`config.mk`:
```
export PLATFORM = sky130hd
export DESIGN_NAME = irq_softraise
export DESIGN_NICKNAME = d
export VERILOG_FILES = /design/src/rtl/irq_softraise_pkg.sv /design/src/rtl/irq_reg_decode.sv /design/src/rtl/irq_status_bits.sv /design/src/rtl/irq_softraise.sv
export SDC_FILE = /design/constraint.sdc
export NUM_CORES = 1
export LEC_CHECK = 0
export BUFFER_PORTS_ARGS = -buffer_cell sky130_fd_sc_hd__buf_2
export CORE_MARGIN = 8
export CORE_UTILIZATION = 43
export DETAILED_ROUTE_END_ITERATION = 10
export PLACE_DENSITY = 0.88
export SYNTH_ARGS = -nofsm -noshare
export SYNTH_HDL_FRONTEND = slang
export SYNTH_HIERARCHICAL = 1
export SYNTH_SLANG_ARGS = --single-unit
```
`constraint.sdc`:
```
create_clock -name clk_i -period 2.2 [get_ports clk_i]
set_clock_uncertainty 0.15 [all_clocks]
set_input_delay 0.44 -clock clk_i [delete_from_list [all_inputs] [get_ports clk_i]]
set_output_delay 0.44 -clock clk_i [all_outputs]
set_load 0.05 [all_outputs]
```
`src/rtl/irq_softraise_pkg.sv`:
```
package irq_softraise_pkg;
  typedef enum logic [1:0] {
    OP_NONE  = 2'd0,
    OP_RAISE = 2'd1,
    OP_ACK   = 2'd2
  } irq_op_e;
endpackage

```
`src/rtl/irq_reg_decode.sv`:
```
module irq_reg_decode
  import irq_softraise_pkg::*;
#(
  parameter int AW = 8,
  parameter int SW = 4,
  parameter logic [AW-1:0] RAISE_OFF = 8'h60,
  parameter logic [AW-1:0] ACK_OFF = 8'h64,
  parameter logic [AW-1:0] STAT_OFF = 8'h24,
  parameter int WORD_BYTES = 4
) (
  input  logic          wr_i,
  input  logic          rd_i,
  input  logic [AW-1:0] addr_i,
  input  logic [SW-1:0] size_i,
  output irq_op_e       op_o,
  output logic          rd_stat_o
);
  localparam logic [SW-1:0] WordSz = SW'(WORD_BYTES);
  logic size_ok;
  assign size_ok = (size_i == WordSz);
  always_comb begin
    op_o = OP_NONE;
    if (wr_i && size_ok) begin
      if (addr_i == RAISE_OFF) op_o = OP_RAISE;
      else if (addr_i == ACK_OFF) op_o = OP_ACK;
    end
  end
  assign rd_stat_o = rd_i && size_ok && (addr_i == STAT_OFF);
endmodule

```
`src/rtl/irq_status_bits.sv`:
```
module irq_status_bits
  import irq_softraise_pkg::*;
#(
  parameter int DW = 32
) (
  input  logic          clk_i,
  input  logic          rst_ni,
  input  irq_op_e       op_i,
  input  logic [DW-1:0] data_i,
  input  logic [DW-1:0] hw_set_i,
  output logic [DW-1:0] pend_o
);
  for (genvar k = 0; k < DW; k++) begin : g_bit
    logic sw_set, sw_clr;
    assign sw_set = (op_i == OP_RAISE) && data_i[k];
    assign sw_clr = (op_i == OP_ACK) && data_i[k];
    always_ff @(posedge clk_i) begin
      if (!rst_ni) pend_o[k] <= 1'b0;
      else if (hw_set_i[k] || sw_set) pend_o[k] <= 1'b1;
      else if (sw_clr) pend_o[k] <= 1'b0;
    end
  end
endmodule

```
`src/rtl/irq_softraise.sv`:
```
module irq_softraise
  import irq_softraise_pkg::*;
#(
  parameter int DW = 32,
  parameter int AW = 8,
  parameter int SW = 4
) (
  input  logic          clk_i,
  input  logic          rst_ni,
  input  logic          wr_i,
  input  logic          rd_i,
  input  logic [AW-1:0] addr_i,
  input  logic [SW-1:0] size_i,
  input  logic [DW-1:0] wdata_i,
  output logic [DW-1:0] rdata_o,
  input  logic [DW-1:0] hw_set_i,
  output logic          irq_o
);
  irq_op_e       op;
  logic          rd_stat;
  logic [DW-1:0] pend;

  irq_reg_decode #(.AW(AW), .SW(SW)) u_dec (
    .wr_i(wr_i), .rd_i(rd_i), .addr_i(addr_i), .size_i(size_i),
    .op_o(op), .rd_stat_o(rd_stat)
  );

  irq_status_bits #(.DW(DW)) u_bits (
    .clk_i(clk_i), .rst_ni(rst_ni), .op_i(op), .data_i(wdata_i),
    .hw_set_i(hw_set_i), .pend_o(pend)
  );

  always_ff @(posedge clk_i) begin
    if (!rst_ni) rdata_o <= '0;
    else if (rd_stat) rdata_o <= pend;
    else rdata_o <= '0;
  end

  assign irq_o = |pend;
endmodule

```
==> results.md <==
- The shortest clock period the worst path allows after layout is 2148 ps.
- CTS built an H-tree with a depth of 3.
- The detailed router placed 2812 vias in this run.
- Of the post-synthesis cell area, the dominant cell type holds 0.4672.
- The worst setup path is launched from a flip-flop.
- The flow ran to the end, and the final reports show no timing, DRC or antenna violations.
- The count of hold-fix buffers inserted at cts is 0.
- The relative slew slack is 0.7214.
- After synthesis, the cell types taking the most area are dfxtp_1 (47%), a211o_1 (10%), inv_1 (8.8%).
- The first-pass iteration count of the detailed router is 4.
- Of the cells placed in the final design, the portion with a size suffix greater than 1 is 0.3416.
- The design draws 2.536 mW.
- The post-detailed-placement half-perimeter wirelength is 6.036 mm.
- Adding up every negative setup slack in the final design gives 0 ps.
- The beginning of the critical path is u_bits/pend_o[19]$_SDFFE_PN0P_.
- The clock passes through at most 2 buffers.
- The maximum operating frequency is 0.4655 GHz.
- TritonCTS created 9 clock buffers.
- The overall die width is 95.87 um.
- The die covers 0.009190 mm2.
- The worst path setup slack after routing is 51.81 ps.
- The die extent in y is 95.87 um.
- The setup slack on the worst flop-to-flop path is 1120 ps.
- The cell depth of the worst flop-to-flop path is 2.
- The class of the most critical hold timing path is primary input to flip-flop.
- The reg-to-reg endpoint is u_bits/pend_o[3]$_SDFFE_PN0P_.
- The number of enable-type register cells in the synthesized netlist is 0.
- Traced cell by cell, the critical path runs through nor4_4 > nand4_1 > or2_1 > buf_6.
- Clock latency on the worst-skew pair, taken at its later pin, is 330 ps.
- The number of antenna violations at the first check in global routing is 1.
- Hold is met by 205.1 ps.
- The max-slew violation count is 0.
- The mean routed wirelength per cell is 15.88 um.
- After clock tree synthesis, the setup repair step added 0 buffers.
- STA classifies the critical path endpoint as an output pin.
- The average instance area after synthesis is 8.387 um2.
- The data required time at the worst endpoint is 1610 ps.
- The utilization after layout is 0.5960.
- The aggregate global routing overflow is 0.
- Setup repair after global routing could not meet its margin everywhere.
- The detail route stage leaves a number of antenna-violating nets equal to 0.
- Fill cells in the final layout number 555.
- Counting flops with an async set or reset pin after synthesis yields a share of 0.
- The critical path is of the flip-flop to output pin type.
- The number of instances in the placed design is 506.
- The floorplan has 29 rows.
- The dominant synthesized flop cell is dfxtp_1.
- The antenna cell count is 0.
- During placement, the flow inserted port buffers numbering 112.
- The fraction of the yosys area taken by sequential cells is 0.4672.
- In the global route stage, overall resource usage came out at 0.1790.
- For this design the static power due to leakage is 2.081 nW.
- The instance count of the mapped netlist is 327.
- After detailed routing, the total wire length is 8.287 mm.
- The largest stage delay on the critical path is 360 ps.
- The peak supply drop is 311.5 uV.
- The number of global-route vias before repair is 2790.
- The first global-routing pass estimated 12.71 mm of wire.
- The I/O pin total is 113.
- Data on the critical path arrives at its endpoint at 1560 ps.
- After floorplanning, the core was sized to cover 0.006277 mm2.
- The relative area change from synthesis to final layout is 36.41%.
- For the pin with the worst max-slew slack, the measured transition is 417.9 ps.
- The final period utilization is 0.9764.
- On the critical path, the stage with the largest delay is an instance of dfxtp_4.
- For this design the ratio of total power to cell area is 677.9 mW/mm2.
- TritonCTS built the clock tree.
- Using the TritonRoute via totals, the vias-per-cell ratio works out to 5.387.
- Across the run, the number of max-cap violations was 0.
- The synthesized netlist contains 20 unique library cells.
- At the end of routability-driven placement, the weighted congestion stood at 0.7702.
- The starting DRC count in detailed routing is 131.
- The initial utilization of the core area, before any placement, comes to 0.4369.
- The hold violation count in the final report is 0.
- Following the worst setup path forward leads to its endpoint at irq_o.
- The worst setup timing slack at the placement stage is -86.93 ps.
- The launch instance of the worst register-to-register path is u_bits/pend_o[3]$_SDFFE_PN0P_.
- In this run the clock root is driven by a clkbuf_8.
- The synthesized netlist net count is 407.
- The final layout contains 520 nets.
- The biggest area contributor in the post-synthesis netlist is dfxtp_1.
- The clock net in this run drives a total of 64 sinks.
- After detailed routing, the number of remaining DRC violations is 0.
- The area of combinational cells with multiple inputs is 0.001206 mm2.
- Across the whole layout, storage elements account for 0.001290 mm2.
- The clock input transition at the sequential cells of the worst setup and hold paths is 70 ps.
- The placed instances occupy a cell area of 0.003455 mm2.
- The final count of negative-setup-slack endpoints is 0.
- Summing all non-filler instances in the final layout gives an area of 0.003741 mm2.
- Synthesis inferred 64 register bits.
- For this run, the number of Yosys warnings is 6.
- Of all nets on the critical path, the largest fanout is 4.
- Summing every instance area after synthesis gives 0.002743 mm2.
- Entering global routing, the biggest net connects 41 pins.
- The finished layout holds 522 standard cells, fillers aside.
[layout make-up]
| class | count | share of cell area |
|---|---|---|
| flip-flops and latches | 64 | 0.3448 |
| multi-input cells | 180 | 0.3224 |
| repair buffers | 121 | 0.1896 |
| inverters | 64 | 0.06421 |
| clock buffers | 13 | 0.04247 |
| well taps | 77 | 0.02575 |
| clock inverters | 3 | 0.01070 |
[registers in the layout (all words and copies together), names as in the netlist]
name	flops
rdata_o	32
u_bits/pend_o	32
[cell usage after synthesis, types with 2 or more instances]
cell and instances:
nand2_1 33, inv_1 64, buf_6 4, o21ai_0 32, clkbuf_1 9, nor4_1 9, a31oi_1 32, and3_1 31
dfxtp_1 64, nor4_2 2, a211o_1 32, nand4_1 2, buf_2 6
[cells in the final DEF (no fill, tap or decap), drive strengths merged]
cell and n:
inv 64, o21ai 32, nor4 11, bufinv 1, a211o 32, a31oi 32
or4 1, and3 32, or3b 1, clkbuf 13, dfxtp 64, nand2b 1
or2 1, nand4 2, nand2 33, buf 121, or4b 2, clkinv 2
[kinds of logic after synthesis]
family / share of synthesized area
simple gates: 0.1720
flops: 0.4672
compound gates: 0.2336
buf+inv: 0.1273
[how the worst min path moves through the flow]
stage,endpoint,cells after the start,from,slack (ps)
6_report,u_bits/pend_o[17]$_SDFFE_PN0P_,3,hw_set_i[17],210
5_1_grt,u_bits/pend_o[10]$_SDFFE_PN0P_,3,hw_set_i[10],200
4_1_cts,u_bits/pend_o[17]$_SDFFE_PN0P_,3,hw_set_i[17],190
3_5_place_dp,rdata_o[10]$_SDFF_PN0_,1,u_bits/pend_o[10]$_SDFFE_PN0P_,350
3_3_place_gp,rdata_o[12]$_SDFF_PN0_,1,u_bits/pend_o[12]$_SDFFE_PN0P_,340
2_1_floorplan,rdata_o[12]$_SDFF_PN0_,1,u_bits/pend_o[12]$_SDFFE_PN0P_,330
[what timing repair did]
item | CTS | global route
setup endpoints to repair | 1 | 1
gates resized for setup | 7 | 11
pin swaps | 4 | 7
[power breakdown]
group | internal [mW] | switching [mW]
Clock | 0.583 | 0.445
Combinational | 0.132 | 0.119
Sequential | 1.20 | 0.0551
Total | 1.92 | 0.620
[metal layers]
metal / vias to the layer above / global-route usage / routed length, um
met1: 1307 / 0.1904 / 3179
met4: 2 / 0.1216 / 245
met2: 121 / 0.3051 / 4158
met5: - / 0 / 8
li1: 1357 / - / -
met3: 25 / 0.04758 / 695
[worst max-delay path: cells and delay by family, from the launching register on]
kind / cells / cell delay (ps)
buffers and inverters: 1 / 160
DFF: 1 / 360
and+or+nand+nor: 3 / 700
Note: power is estimated with default switching activity, not from simulation.
